===== src/rtl/evtCounterPkg.sv =====
package evtCounterPkg;

  localparam int REG_W = 8;

  localparam logic [1:0] ADDR_MODE  = 2'd0;
  localparam logic [1:0] ADDR_GATE  = 2'd1;
  localparam logic [1:0] ADDR_START = 2'd2;

  localparam int BIT_EDGE   = 2;
  localparam int BIT_START  = 3;
  localparam int BIT_RUN    = 4;
  localparam int BIT_SAMPLE = 0;

  typedef struct packed {
    logic clear;
    logic countEn;
    logic fallSel;
    logic sampleEn;
  } ctlStrobes_t;

endpackage


===== src/rtl/evtCounterCtrl.sv =====
module evtCounterCtrl
  import evtCounterPkg::*;
(
  input  logic             clk,
  input  logic             rstN,
  input  logic             wrEn,
  input  logic [1:0]       wrAddr,
  input  logic [REG_W-1:0] wrData,
  output ctlStrobes_t      ctl,
  output logic [REG_W-1:0] modeRd,
  output logic [REG_W-1:0] gateRd
);

  localparam logic [REG_W-1:0] START_MASK = REG_W'(1) << BIT_START;

  logic [REG_W-1:0] modeReg;
  logic             startReq;
  logic             sampleReg;
  logic             modeWr;
  logic             gateWr;
  logic             startWr;

  always_comb begin
    modeWr  = wrEn && (wrAddr == ADDR_MODE);
    gateWr  = wrEn && (wrAddr == ADDR_GATE);
    startWr = (modeWr && wrData[BIT_START]) || (wrEn && (wrAddr == ADDR_START));
  end

  // The start bit is never stored; a pending request stands in for it for one cycle.
  always_ff @(posedge clk or negedge rstN) begin
    if (!rstN) begin
      modeReg   <= '0;
      startReq  <= 1'b0;
      sampleReg <= 1'b0;
    end else begin
      startReq <= startWr;
      if (modeWr) modeReg <= wrData & ~START_MASK;
      if (gateWr) sampleReg <= wrData[BIT_SAMPLE];
    end
  end

  always_comb begin
    ctl.clear    = startReq;
    ctl.countEn  = modeReg[BIT_RUN];
    ctl.fallSel  = modeReg[BIT_EDGE];
    ctl.sampleEn = sampleReg;
    modeRd       = modeReg | (startReq ? START_MASK : '0);
    gateRd       = '0;
    gateRd[BIT_SAMPLE] = sampleReg;
  end

endmodule


===== src/rtl/evtNoiseFilter.sv =====
module evtNoiseFilter #(
  parameter int PRESCALE = 4,
  parameter int AGREE    = 2
) (
  input  logic clk,
  input  logic rstN,
  input  logic din,
  output logic dout
);

  localparam int PS_W = (PRESCALE > 1) ? $clog2(PRESCALE) : 1;
  localparam int HIST_W = (AGREE > 1) ? AGREE - 1 : 1;
  localparam logic [PS_W-1:0] PS_LAST = PS_W'(PRESCALE - 1);

  logic [PS_W-1:0]   prescale;
  logic              sampleStb;
  logic [HIST_W-1:0] hist;
  logic [AGREE-1:0]  window;
  logic              allHigh;
  logic              allLow;

  always_comb begin
    sampleStb = (prescale == PS_LAST);
    window    = {hist, din};
    allHigh   = &window;
    allLow    = ~|window;
  end

  // Free-running divider; it is not reset by start so sampling phase is arbitrary.
  always_ff @(posedge clk or negedge rstN) begin
    if (!rstN) begin
      prescale <= '0;
    end else if (sampleStb) begin
      prescale <= '0;
    end else begin
      prescale <= prescale + PS_W'(1);
    end
  end

  always_ff @(posedge clk or negedge rstN) begin
    if (!rstN) begin
      hist <= '0;
      dout <= 1'b0;
    end else if (sampleStb) begin
      hist <= window[HIST_W-1:0];
      if (allHigh) dout <= 1'b1;
      else if (allLow) dout <= 1'b0;
    end
  end

endmodule


===== src/rtl/evtCounterPath.sv =====
module evtCounterPath
  import evtCounterPkg::*;
#(
  parameter int CNT_W       = 8,
  parameter int SYNC_STAGES = 2,
  parameter int PRESCALE    = 4,
  parameter int AGREE       = 2
) (
  input  logic             clk,
  input  logic             rstN,
  input  logic             evtIn,
  input  ctlStrobes_t      ctl,
  output logic [CNT_W-1:0] count,
  output logic             ovfFlag,
  output logic             irqPulse
);

  localparam logic [CNT_W-1:0] CNT_MAX = '1;

  logic [SYNC_STAGES-1:0] syncChain;
  logic                   syncLvl;
  logic                   filtLvl;
  logic                   selLvl;
  logic                   prevLvl;
  logic                   riseSeen;
  logic                   fallSeen;
  logic                   edgeHit;
  logic                   step;

  generate
    for (genvar s = 0; s < SYNC_STAGES; s++) begin : g_sync
      always_ff @(posedge clk or negedge rstN) begin
        if (!rstN) syncChain[s] <= 1'b0;
        else if (s == 0) syncChain[s] <= evtIn;
        else syncChain[s] <= syncChain[(s > 0) ? s - 1 : 0];
      end
    end
  endgenerate

  assign syncLvl = syncChain[SYNC_STAGES-1];

  evtNoiseFilter #(
    .PRESCALE(PRESCALE),
    .AGREE   (AGREE)
  ) u_filter (
    .clk (clk),
    .rstN(rstN),
    .din (syncLvl),
    .dout(filtLvl)
  );

  always_comb begin
    selLvl   = ctl.sampleEn ? filtLvl : syncLvl;
    riseSeen = selLvl & ~prevLvl;
    fallSeen = ~selLvl & prevLvl;
    edgeHit  = ctl.fallSel ? fallSeen : riseSeen;
    step     = edgeHit && ctl.countEn && !ctl.clear;
  end

  always_ff @(posedge clk or negedge rstN) begin
    if (!rstN) prevLvl <= 1'b0;
    else prevLvl <= selLvl;
  end

  always_ff @(posedge clk or negedge rstN) begin
    if (!rstN) begin
      count    <= '0;
      ovfFlag  <= 1'b0;
      irqPulse <= 1'b0;
    end else begin
      irqPulse <= 1'b0;
      if (ctl.clear) begin
        count   <= '0;
        ovfFlag <= 1'b0;
      end else if (step) begin
        count <= count + CNT_W'(1);
        if (count == CNT_MAX) begin
          ovfFlag  <= 1'b1;
          irqPulse <= 1'b1;
        end
      end
    end
  end

endmodule


===== src/rtl/evtCounter.sv =====
module evtCounter
  import evtCounterPkg::*;
#(
  parameter int CNT_W       = 8,
  parameter int SYNC_STAGES = 2,
  parameter int PRESCALE    = 4,
  parameter int AGREE       = 2
) (
  input  logic             clk,
  input  logic             rstN,
  input  logic             evtIn,
  input  logic             wrEn,
  input  logic [1:0]       wrAddr,
  input  logic [REG_W-1:0] wrData,
  output logic [CNT_W-1:0] count,
  output logic             ovfFlag,
  output logic             irqPulse,
  output logic [REG_W-1:0] modeRd,
  output logic [REG_W-1:0] gateRd
);

  ctlStrobes_t ctlStb;

  evtCounterCtrl u_ctrl (
    .clk   (clk),
    .rstN  (rstN),
    .wrEn  (wrEn),
    .wrAddr(wrAddr),
    .wrData(wrData),
    .ctl   (ctlStb),
    .modeRd(modeRd),
    .gateRd(gateRd)
  );

  evtCounterPath #(
    .CNT_W      (CNT_W),
    .SYNC_STAGES(SYNC_STAGES),
    .PRESCALE   (PRESCALE),
    .AGREE      (AGREE)
  ) u_path (
    .clk     (clk),
    .rstN    (rstN),
    .evtIn   (evtIn),
    .ctl     (ctlStb),
    .count   (count),
    .ovfFlag (ovfFlag),
    .irqPulse(irqPulse)
  );

endmodule


===== config.mk =====
export PLATFORM = sky130hd
export DESIGN_NAME = evtCounter
export DESIGN_NICKNAME = d
export VERILOG_FILES = /design/src/rtl/evtCounterPkg.sv /design/src/rtl/evtCounterCtrl.sv /design/src/rtl/evtNoiseFilter.sv /design/src/rtl/evtCounterPath.sv /design/src/rtl/evtCounter.sv
export SDC_FILE = /design/constraint.sdc
export NUM_CORES = 1
export LEC_CHECK = 0
export BUFFER_PORTS_ARGS = -buffer_cell sky130_fd_sc_hd__buf_2
export CAP_MARGIN = 20
export CORE_ASPECT_RATIO = 1.1
export CORE_MARGIN = 5
export CORE_UTILIZATION = 49
export DETAILED_ROUTE_END_ITERATION = 12
export GPL_ROUTABILITY_DRIVEN = 1
export PLACE_DENSITY_LB_ADDON = 0.2
export SLEW_MARGIN = 40
export SYNTH_ARGS = -nofsm -noshare
export SYNTH_HDL_FRONTEND = slang
export SYNTH_SLANG_ARGS = --single-unit

===== constraint.sdc =====
create_clock -name clk -period 1.8 [get_ports clk]
set_input_delay 0.36 -clock clk [delete_from_list [all_inputs] [get_ports clk]]
set_output_delay 0.36 -clock clk [all_outputs]
set_load 0.05 [all_outputs]

Word level (Yosys, flattened, before mapping):

Cells that the tools add are included.

* reductions and logical operators: 15
* muxes and demuxes: 14
* bitwise logic cells: 5
* $add $sub $neg: 2
* equal/unequal tests: 5

Operator list (count)
* two-way mux 8 bit: 2
* two-way mux 1 bit: 10
* adder 8 x 1 -> 8 bit, second input constant: 1
* == test 8 bit, second input constant: 1
* OR 8 bit: 1
* logical AND 1 bit: 6
* AND reduction 2 bit: 3
* == test 2 bit, second input constant: 2
* two-way mux 4 bit: 1
* nonzero test 2 bit: 2
* adder 2 x 1 -> 2 bit, second input constant: 1
* bitwise AND 1 bit: 2
* == test 2 x 1 -> 1 bit, second input constant: 1
* zero test 2 bit: 1
* two-way mux 2 bit: 1
* != test 2 bit, second input constant: 1
* inverter 1 bit: 2
* OR reduction 2 bit: 1
* zero test 1 bit: 1
* logical OR 1 bit: 1

* logic and storage cells: 53
* bits of input ports: 14
* bits in registers: 26
* output and inout port bits: 26

Depth between registers and ports, before layout:

Gate-level depths: netlist of the first run.

* depth after elaboration: 8
* gate-level depth with buffers: 5
* mapped depth without buffers: 5

Cells and area by module:

A second synthesis of the first run with hierarchy kept.

* cells, all modules: 104
* area, all modules: 1213.7 µm²

Modules (own cells, without submodules)
* evtCounterPath: cells each 59, area each 596.8 µm², seq. area each 325.3 µm², times used 1
* evtCounterCtrl: cells each 35, area each 454.2 µm², seq. area each 225.2 µm², times used 1
* evtNoiseFilter: cells each 10, area each 162.7 µm², seq. area each 100.1 µm², times used 1

Worst setup path after synthesis of the first run:

No wires, ideal clock.

* path type: register to register
* start: register u_path.count[0]
* end: register u_path.count[6]
* buffers on the path: 0
* library setup time: 0.078 ns
* setup slack: -0.067 ns
* arrival: 1.788 ns
* cell stages (with the launch flop): 6
* required time: 1.722 ns
* period minus slack after synthesis: 1.867 ns
* path through: dfrtp_1 > ha_1 > and4bb_2 > mux2i_1 > or3_2 > a21oi_1

* cells in the longest elaborated chain, start to end: 3

Ends and longest elaborated chain
* from (decl): RTL line evtCounterPath.sv:13 `output logic [CNT_W-1:0] count,`
* from (signal assigned): RTL line evtCounterPath.sv:76 `count <= count + CNT_W'(1);`
* adder 8 x 1 -> 8 bit: RTL line evtCounterPath.sv:76
* two-way mux 8 bit: RTL line evtCounterPath.sv:75 `end else if (step) begin`
* two-way mux 8 bit: RTL line evtCounterPath.sv:72 `if (ctl.clear) begin`

Every way passes these cells. The select of a mux whose other input is x is not followed.
A chain may end at the register's enable or synchronous reset.

Final worst setup path of the first run:

* start: register u_ctrl.sampleReg
* end: register u_path.count[7]

* cells in the longest elaborated chain, start to end: 7
* elaborated cells between the ends (all ways): 8
* classes of those cells: mux (2); bitwise (3); reduce/logical (3)

Ends and longest elaborated chain
* from (decl): RTL line evtCounterCtrl.sv:18 `logic sampleReg;`
* from (signal assigned): RTL line evtCounterCtrl.sv:38 `if (gateWr) sampleReg <= wrData[BIT_SAMPLE];`
* two-way mux 1 bit *: RTL line evtCounterPath.sv:53 `selLvl = ctl.sampleEn ? filtLvl : syncLvl;`
* named net u_path.selLvl: RTL line evtCounterPath.sv:23 `logic selLvl;`
* inverter 1 bit: RTL line evtCounterPath.sv:55 `fallSeen = ~selLvl & prevLvl;`
* bitwise AND 1 bit: RTL line evtCounterPath.sv:55
* two-way mux 1 bit *: RTL line evtCounterPath.sv:56 `edgeHit = ctl.fallSel ? fallSeen : riseSeen;`
* logical AND 1 bit * (2 in series): RTL line evtCounterPath.sv:57 `step = edgeHit && ctl.countEn && !ctl.clear;`
* nonzero test 2 bit (no line) *

The timed path passes the listed nets; every way through them passes the cells marked *.

==> results of run 1 <==
-- layout by cell type (no fill, tap or decap), types with 2 or more instances in the layout --
| master | count |
|---|---|
| o21ai_0 | 3 |
| clkbuf_4 | 3 |
| nand2_1 | 4 |
| dfrtp_1 | 24 |
| conb_1 | 7 |
| mux2i_1 | 2 |
| o31ai_1 | 2 |
| mux2_2 | 10 |
| dfrtp_2 | 2 |
| buf_2 | 32 |
| ha_1 | 3 |
| or3_1 | 2 |
| or4_1 | 2 |
| xor2_1 | 2 |
| inv_1 | 2 |
| nor3b_1 | 2 |
| nor2_1 | 7 |
| a21oi_1 | 6 |
| nand3_1 | 3 |
-- routing by layer --
layer,global-route usage,vias up,wire length [um]
li1,-,401,-
met1,0.142,393,846
met2,0.235,24,1090
met3,0.0310,2,131
met4,0.0695,0,16
met5,0,-,0
-- final cells by class --
type,count,area (sq um),share of cell area
Sequential cell,26,653,0.469
Tap cell,30,37.5,0.0270
Inverter,2,7.51,0.00539
Clock buffer,4,36.3,0.0261
Multi-Input combinational cell,68,498,0.358
Timing Repair Buffer,32,160,0.115
-- worst max path at each step --
| stage | to | cells past startpoint |
|---|---|---|
| 6_report | u_path.count[7]$_DFFE_PN0P_ | 4 |
| 5_1_grt | u_path.count[6]$_DFFE_PN0P_ | 5 |
| 2_1_floorplan | u_path.count[7]$_DFFE_PN0P_ | 4 |
| 4_1_cts | u_path.count[7]$_DFFE_PN0P_ | 4 |
| 3_3_place_gp | u_path.count[7]$_DFFE_PN0P_ | 4 |
| 3_5_place_dp | u_path.count[7]$_DFFE_PN0P_ | 4 |
-- power groups by stage --
stage	Sequential, mW	Combinational (mW)	Clock, mW
6_report	0.720	0.460	0.293
5_1_grt	0.733	0.494	0.330
4_1_cts	0.722	0.467	0.298
3_5_place_dp	0.733	0.466	0
3_3_place_gp	0.727	0.459	0
2_1_floorplan	0.903	0.194	0
-- state kept, by name (all words and copies together) (netlist names) --
signal / flops
u_ctrl.modeReg: 7
u_ctrl.sampleReg: 1
u_ctrl.startReq: 1
u_path.count: 8
u_path.irqPulse: 1
u_path.ovfFlag: 1
u_path.prevLvl: 1
u_path.syncChain: 1
u_path.syncLvl: 1
u_path.u_filter.dout: 1
u_path.u_filter.hist: 1
u_path.u_filter.prescale: 2
-- logic make-up after synthesis --
family                   count (synthesis)  share of synthesized area
multiplexers                            14                      0.134
AO/OA/AOI/OAI                           12                     0.0581
other                                    1                    0.00311
adder cells (fa/ha/maj)                  3                     0.0312
AND/OR/NAND/NOR                         30                      0.154
flip-flops                              26                      0.540
XOR/XNOR                                 2                     0.0145
buffers and inverters                   12                     0.0654
-- worst register-to-register path, stage by stage (launching register included) --
cell	delay [ns]
dfrtp_1	0.43
mux2_4	0.35
mux2i_2	0.23
or4_1	0.42
a21oi_1	0.16
-- per-stage QoR --
step | std cells | utilization | power (mW)
CTS | 162 | 0.606 | 1.49
floorplan | 106 | - | 1.10
detailed placement | 158 | 0.590 | 1.20
global route | 162 | 0.606 | 1.56
finish | 162 | 0.606 | 1.47
global placement | 158 | 0.590 | 1.19
==> results_dict.tcl, run 1 <==
set metrics [dict create \
    grt_pass1_wl_um 3470 \
    rsz0062_at_grt "false" \
    antenna_found_initial 0 \
    r2r-start "u_ctrl.sampleReg$_DFFE_PN0P_" \
    peakVddDrop_mv 0.746 \
    gp_congestion 0.734 \
    ys_ff_latch 26 \
    cts_tree "built" \
    crit_family "multiplexers" \
    htreeDepth 1 \
    routed_wl_um 2090 \
    min_path_type "primary input to asynchronous set/reset pin" \
    grt_overflow_total 0 \
    synth_top_cell_area_share 0.540 \
    via_per_inst 5.06 \
    crit_path_start "u_ctrl.sampleReg$_DFFE_PN0P_" \
    clkSinkCount 26 \
    synth_edf_count 0 \
    netlist_area_sq_um 1200 \
    syn_inst 100 \
    tns_ns 0 \
    async_flop_share 1.00 \
    critPathMaxStageDelay_ns 0.43 \
    ff2ff_path_depth 4 \
    slowest_stage "dfrtp_1" \
    hold_buffers 0 \
    p_int_uw 904 \
    p_sw_frac 0.386 \
    place_hpwl_um 1600 \
    fin_area_sq_um 1390 \
    dr_total_vias 820 \
    drtIter0Drc 3 \
    period_share 0.919 \
    synth_top_cells_by_area "dfrtp_1 54%, mux2_2 9.3%, buf_4 5.6%" \
    tightestPinTransition_ns 0.578 \
    avgSynthCellArea_sq_um 12.0 \
    hold_viol 0 \
    power_frac_seq 0.489 \
    setup_violations 0 \
    coreArea_sq_um 2300 \
    worstSetupPathType "flop to flop" \
    max_freq_mhz 604 \
    drv_slew 0 \
    nets 150 \
    io_buffer_count 32 \
    ys_warn_count 0 \
    cts_resized 0 \
    p_per_area_nw_per_um2 1060 \
    power_frac_clock 0.199 \
    die_h_um 62.0 \
    r2r-end "u_path.count[7]$_DFFE_PN0P_" \
    finalCriticalPeriod_ns 1.65 \
    synth.largest_area_cell "dfrtp_1" \
    clockRootBuffer "clkbuf_4" \
    start_util 0.525 \
    max-clock-path-buffers 2 \
    whs_ns 0.0181 \
    crit_buf_inv 0 \
    grt_usage 0.129 \
    drc 0 \
    cts_buffers 3 \
    row_count 18 \
    drive_gt1_frac 0.424 \
    wl_per_cell_um 12.9 \
    post_dp_cell_area_sq_um 1360 \
    post_cts_buffers 0 \
    yosysMostFrequentCell "dfrtp_1" \
    antenna_cells 0 \
    rrSetupSlack_ns 0.15 \
    yosysUniqueCellTypes 31 \
    cp-end-kind "flop" \
    critPathArrivalTime_ns 1.91 \
    num-fill-cells 203 \
    cp.required_ns 2.05 \
    maxCapViolations 0 \
    path_cells "mux2_4 -> mux2i_2 -> or4_1 -> a21oi_1" \
    power_frac_comb 0.312 \
    grt_pass1_vias 819 \
    die_x_um 57.3 \
    fin_worst_skew_ns 0.00606 \
    run_status "finished, final reports clean" \
    synth_ff_type "dfrtp_1" \
    power.leakage_nw 0.686 \
    relSlewSlack 0.615 \
    cp-start-kind "flop" \
    grt_max_degree 27 \
    worstPathMaxFanout 8 \
    synth_commonest_cells "26 x dfrtp_1, 10 x mux2_2, 9 x buf_4, 7 x nor2_1, 6 x a21oi_1" \
    dr.pass1.iters 4 \
    drtAntennaViolNets 0 \
    ios 40 \
    insertion_delay_ns 0.32 \
    die-area_sq_um 3550 \
    synth_seq_area_share 0.540 \
    clk_pin_slew_ns 0.14 \
    syn_to_final_growth_pct 15.6 \
    timing.final.ws_setup_ns 0.146 \
    dpl_worst_slack_ns 0.158 \
    p_sw_uw 569 \
]
No activity file was read; power rests on OpenSTA's default activity.
==> run 2: changes to the inputs <==
--- a/config.mk
+++ b/config.mk
@@ -16,4 +16,5 @@
 export SLEW_MARGIN = 40
 export SYNTH_ARGS = -nofsm -noshare
 export SYNTH_HDL_FRONTEND = slang
+export SYNTH_HIERARCHICAL = 1
 export SYNTH_SLANG_ARGS = --single-unit
==> run 2 against run 1 <==
Non-clock buffer count is 6 higher; synthesized cell count is 4.0% higher; sequential power is 2.8% lower; clock skew is 0.00061 ns lower; critical path depth is 1 higher; area after synthesis is 0.73% higher; utilization is 2.7 points lower; clock-buffer cell count stayed put; critical path type unchanged; highest routed layer unchanged.
==> results_dict.tcl, run 2 <==
set metrics [dict create \
    dp_cells 160 \
    htreeDepth 1 \
    p_per_area_nw_per_um2 1040 \
    whs_ns 0.0206 \
    top_regs "u_path/count x8, u_ctrl/modeReg x7, u_path/u_filter/prescale x2" \
    hold_viol 0 \
    synth.largest_area_cell "dfrtp_1" \
    ys_warn_count 6 \
    die_x_um 57.5 \
    critPathArrivalTime_ns 1.97 \
    ios 40 \
    p_sw_frac 0.377 \
    yosysMostFrequentCell "dfrtp_1" \
    top_register "u_path/count" \
    min_path_type "primary input to asynchronous set/reset pin" \
    clkSinkCount 26 \
    max_freq_mhz 579 \
    gp_congestion 0.781 \
    p_int_uw 915 \
    synth_top_cell_area_share 0.536 \
    dr.pass1.iters 4 \
    grt_usage 0.130 \
    num-fill-cells 225 \
    grt_max_degree 27 \
    drv_slew 0 \
    regArea_sq_um 651 \
    io_buffer_count 32 \
    multi_input_area_sq_um 468 \
    cts_tree "built" \
    synth_commonest_cells "26 x dfrtp_1, 13 x buf_4, 9 x mux2_2, 7 x a21oi_1" \
    async_flop_share 1.00 \
    routed_wl_um 2290 \
    yosysUniqueCellTypes 28 \
    ys_ff_latch 26 \
    die_h_um 62.2 \
    grt_overflow_total 0 \
    maxCapViolations 0 \
    power_frac_clock 0.196 \
    instances_no_fill 168 \
    nets 155 \
    ff2ff_path_depth 5 \
    syn_inst 104 \
    coreArea_sq_um 2450 \
    hold_buffers 0 \
    r2r-start "u_ctrl/sampleReg$_DFFE_PN0P_" \
    power.leakage_nw 0.702 \
    setup_violations 0 \
    p_sw_uw 553 \
    antenna_found_initial 0 \
    clk_pin_slew_ns 0.14 \
    cp-start-kind "flop" \
    largest_reg_flops 8 \
    cts_buffers 3 \
    grt_pass1_wl_um 3690 \
    syn_to_final_growth_pct 16.8 \
    power_frac_comb 0.327 \
    r2r-end "u_path/count[6]$_DFFE_PN0P_" \
    tightestPinTransition_ns 0.574 \
    rrSetupSlack_ns 0.07 \
    insertion_delay_ns 0.31 \
    peakVddDrop_mv 0.710 \
    cp.required_ns 2.05 \
    finalPower_mw 1.47 \
    synth_ff_type "dfrtp_1" \
    start_util 0.496 \
    drc 0 \
    run_status "finished, final reports clean" \
    synth_seq_area_share 0.536 \
    drive_gt1_frac 0.401 \
    synth_edf_count 0 \
    layout_common_cells "32 x buf_2, 26 x dfrtp_1, 9 x mux2_2" \
    relSlewSlack 0.617 \
    row_count 19 \
    avgSynthCellArea_sq_um 11.7 \
    cp-end-kind "flop" \
    finalCriticalPeriod_ns 1.73 \
    synth_top_cells_by_area "dfrtp_1 54%, mux2_2 8.4%, buf_4 8.0%" \
    period_share 0.959 \
    die-area_sq_um 3570 \
    dr_total_vias 839 \
    tns_ns 0 \
    grt_pass1_vias 820 \
    drtAntennaViolNets 0 \
    final_common_cell "buf_2" \
    max-clock-path-buffers 2 \
    clockRootBuffer "clkbuf_4" \
    wl_per_cell_um 13.6 \
    via_per_inst 4.99 \
    power_frac_seq 0.477 \
    netlist_area_sq_um 1210 \
    drtIter0Drc 23 \
    worstSetupPathType "flop to flop" \
    worstPathMaxFanout 11 \
    antenna_cells 0 \
    fin_worst_skew_ns 0.00546 \
]
[run 2: cell count changes after synthesis, sizes merged, moves of 2 or more]
cell | previous run | this run
inv | 2 | 5
nor2 | 7 | 5
buf | 10 | 15
or2 | 2 | 0
nand2 | 4 | 2
[run 2: how the worst max path moves through the flow]
stage / startpoint / to / slack, ns / depth (start not counted)
floorplan: u_path/count[0]$_DFFE_PN0P_ / u_path/count[6]$_DFFE_PN0P_ / 0.11 / 4
global placement: u_ctrl/sampleReg$_DFFE_PN0P_ / u_path/count[5]$_DFFE_PN0P_ / 0.19 / 5
detailed placement: u_ctrl/sampleReg$_DFFE_PN0P_ / u_path/count[6]$_DFFE_PN0P_ / 0.06 / 5
CTS: u_ctrl/sampleReg$_DFFE_PN0P_ / u_path/count[6]$_DFFE_PN0P_ / 0.05 / 5
global route: u_ctrl/sampleReg$_DFFE_PN0P_ / u_path/count[6]$_DFFE_PN0P_ / -0.01 / 5
finish: u_ctrl/sampleReg$_DFFE_PN0P_ / u_path/count[6]$_DFFE_PN0P_ / 0.07 / 5
[run 2: stage by stage]
stage / utilization / area [sq um] / setup slack (ns)
after floorplan: - / 1240 / 0.107
after global placement: 0.549 / 1340 / 0.192
after detailed placement: 0.549 / 1340 / 0.0620
after CTS: 0.564 / 1380 / 0.0482
after global routing: 0.579 / 1420 / -0.0129
final: 0.579 / 1420 / 0.0730
[run 2: worst max-delay path: stages (launching register included)]
cell	delay [ns]
dfrtp_1	0.41
mux2i_2	0.27
mux2i_1	0.10
buf_4	0.17
or4_1	0.53
a21oi_2	0.17
[run 2: repair_timing]
item / CTS / global route
setup buffers: 0 / 4
setup endpoints to repair: 0 / 3
resized for setup: 0 / 2
[run 2: power groups by stage]
stage	Sequential [mW]	Combinational [mW]	Clock, mW
3_5_place_dp	0.713	0.459	0
3_3_place_gp	0.708	0.453	0
2_1_floorplan	0.855	0.236	0
6_report	0.700	0.481	0.287
5_1_grt	0.715	0.507	0.335
4_1_cts	0.701	0.460	0.305
[run 2: routing by layer]
metal	vias up	share of wire	global-route usage
met4	0	0.0083	0.0609
met2	15	0.53	0.219
met3	2	0.037	0.0186
li1	409	-	-
met1	413	0.42	0.161
met5	-	0	0
[run 2: cell families (layout without fill, tap and decap cells)]
| family | count (synthesis) | after routing | share of synthesized area |
|---|---|---|---|
| compound gates | 13 | 13 | 0.0598 |
| simple gates | 27 | 27 | 0.139 |
| other cells | 1 | 7 | 0.00309 |
| buf+inv | 20 | 47 | 0.103 |
| mux | 13 | 13 | 0.121 |
| flops | 26 | 26 | 0.536 |
| fa+ha+maj | 3 | 3 | 0.0309 |
| xor+xnor | 1 | 1 | 0.00722 |
[run 2: layout make-up]
type | count | area share
Clock buffer | 4 | 0.0256
Inverter | 5 | 0.0132
Tap cell | 31 | 0.0274
Timing Repair Buffer | 38 | 0.145
Multi-Input combinational cell | 64 | 0.330
Sequential cell | 26 | 0.459
==> run 3: changes to the inputs <==
--- a/config.mk
+++ b/config.mk
@@ -8,7 +8,7 @@
 export BUFFER_PORTS_ARGS = -buffer_cell sky130_fd_sc_hd__buf_2
 export CAP_MARGIN = 20
 export CORE_ASPECT_RATIO = 1.1
-export CORE_MARGIN = 5
+export CORE_MARGIN = 10
 export CORE_UTILIZATION = 49
 export DETAILED_ROUTE_END_ITERATION = 12
 export GPL_ROUTABILITY_DRIVEN = 1
==> run 3 against run 2 <==
Clock power shrank 1%; clock-buffer cell count is the same; via count fell by 1.3%; fmax rose by 2.1%; first-iteration DRC count rose by 13%; critical path depth is the same.
==> results_dict.tcl, run 3 (synthesized netlist as in run 2, its figures left out) <==
set metrics [dict create \
    run_status "finished, final reports clean" \
    instances_no_fill 163 \
    row_count 18 \
    routed_wl_um 2300 \
    drtIter0Drc 26 \
    htreeDepth 1 \
    grt_overflow_total 0 \
    tns_ns 0 \
    drive_gt1_frac 0.376 \
    clk_pin_slew_ns 0.13 \
    timing.final.ws_setup_ns 0.109 \
    final_common_cell "buf_2" \
    hold_buffers 0 \
    drtAntennaViolNets 0 \
    drc 0 \
    cp-start-kind "flop" \
    top_register "u_path/count" \
    p_sw_frac 0.378 \
    power_frac_seq 0.486 \
    die-area_sq_um 4870 \
    worstPathMaxFanout 16 \
    power_frac_clock 0.196 \
    nets 151 \
    dp_cells 159 \
    worstSetupPathType "flop to flop" \
    grt_max_degree 27 \
    cts_tree "built" \
    fin_worst_skew_ns 0.00479 \
    largest_reg_flops 8 \
    place_hpwl_um 1790 \
    start_util 0.528 \
    grt_usage 0.0959 \
    p_int_uw 897 \
    grt_pass1_vias 849 \
    antenna_found_initial 0 \
    top_regs "u_path/count x8, u_ctrl/modeReg x7, u_path/u_filter/prescale x2" \
    finish.utilization 0.602 \
    coreArea_sq_um 2300 \
    syn_to_final_growth_pct 13.9 \
    hold_viol 0 \
    post_dp_cell_area_sq_um 1340 \
    power_frac_comb 0.318 \
    p_sw_uw 545 \
    cp-end-kind "flop" \
    rsz0062_at_grt "false" \
    ios 40 \
    insertion_delay_ns 0.31 \
    peakVddDrop_mv 0.783 \
    clkSinkCount 26 \
    min_path_type "primary input to asynchronous set/reset pin" \
    dr.pass1.iters 4 \
    finalCriticalPeriod_ns 1.69 \
    power.leakage_nw 0.685 \
    die_x_um 67.5 \
    max-clock-path-buffers 2 \
    relSlewSlack 0.629 \
    fin_area_sq_um 1380 \
    tightestPinTransition_ns 0.557 \
    regArea_sq_um 651 \
    antenna_cells 0 \
    period_share 0.939 \
    die_h_um 72.2 \
    gp_congestion 0.722 \
    max_freq_mhz 591 \
    wl_per_cell_um 14.1 \
    setup_violations 0 \
    multi_input_area_sq_um 464 \
    clockRootBuffer "clkbuf_4" \
    cp.required_ns 2.05 \
    dr_total_vias 828 \
    critPathArrivalTime_ns 1.94 \
    whs_ns 0.0159 \
    finalPower_mw 1.44 \
    layout_common_cells "32 x buf_2, 26 x dfrtp_1, 9 x mux2_2" \
    grt_pass1_wl_um 3790 \
    via_per_inst 5.08 \
    p_per_area_nw_per_um2 1040 \
    dpl_worst_slack_ns 0.101 \
    drv_slew 0 \
    num-fill-cells 204 \
    cts_buffers 3 \
    io_buffer_count 32 \
    maxCapViolations 0 \
]
-- run 3: final timing paths --
check	startpoint	endpoint	slack, ns	cells after the start
setup / recovery	u_ctrl/sampleReg$_DFFE_PN0P_	u_path/count[6]$_DFFE_PN0P_	0.11	5
hold reg to reg	u_path/syncChain[0]$_DFF_PN0_	u_path/syncLvl$_DFF_PN0_	0.37	0
max in group asynchronous	rstN	u_ctrl/sampleReg$_DFFE_PN0P_	1.41	1
hold / removal	rstN	u_path/irqPulse$_DFF_PN0_	0.02	1
setup reg to reg	u_ctrl/sampleReg$_DFFE_PN0P_	u_path/count[6]$_DFFE_PN0P_	0.11	5
min in group clk	evtIn	u_path/syncChain[0]$_DFF_PN0_	0.15	1
-- run 3: repair_timing --
| item | CTS | global route |
|---|---|---|
| endpoints found under the hold margin | 0 | 0 |
| gates resized for setup | 0 | 1 |
| setup buffers | 0 | 0 |
| setup endpoints to repair | 0 | 1 |
-- run 3: critical path, cell delays in order (launching register included) --
cell and delay (ns):
dfrtp_1 0.41, mux2i_2 0.27, mux2i_1 0.10, buf_4 0.19
or4_1 0.51, a21oi_1 0.15
-- run 3: metal layers --
layer	up-vias	routed length, um	track usage
met5	-	0	0
met4	0	10	0.0320
met3	2	159	0.0338
met2	19	1140	0.161
met1	400	983	0.109
li1	407	-	-
-- run 3: layout make-up --
| cell class | count | share of cell area |
|---|---|---|
| Clock buffer | 4 | 0.0262 |
| Tap cell | 30 | 0.0271 |
| Sequential cell | 26 | 0.471 |
| Inverter | 5 | 0.0136 |
| Timing Repair Buffer | 34 | 0.127 |
| Multi-Input combinational cell | 64 | 0.336 |
-- run 3: power groups by stage --
stage          sequential [mW]  clock, mW  combinational [mW]
2_1_floorplan            0.855          0               0.236
3_3_place_gp             0.708          0               0.456
3_5_place_dp             0.712          0               0.462
4_1_cts                  0.701      0.298               0.463
5_1_grt                  0.712      0.315               0.489
6_report                 0.700      0.283               0.459
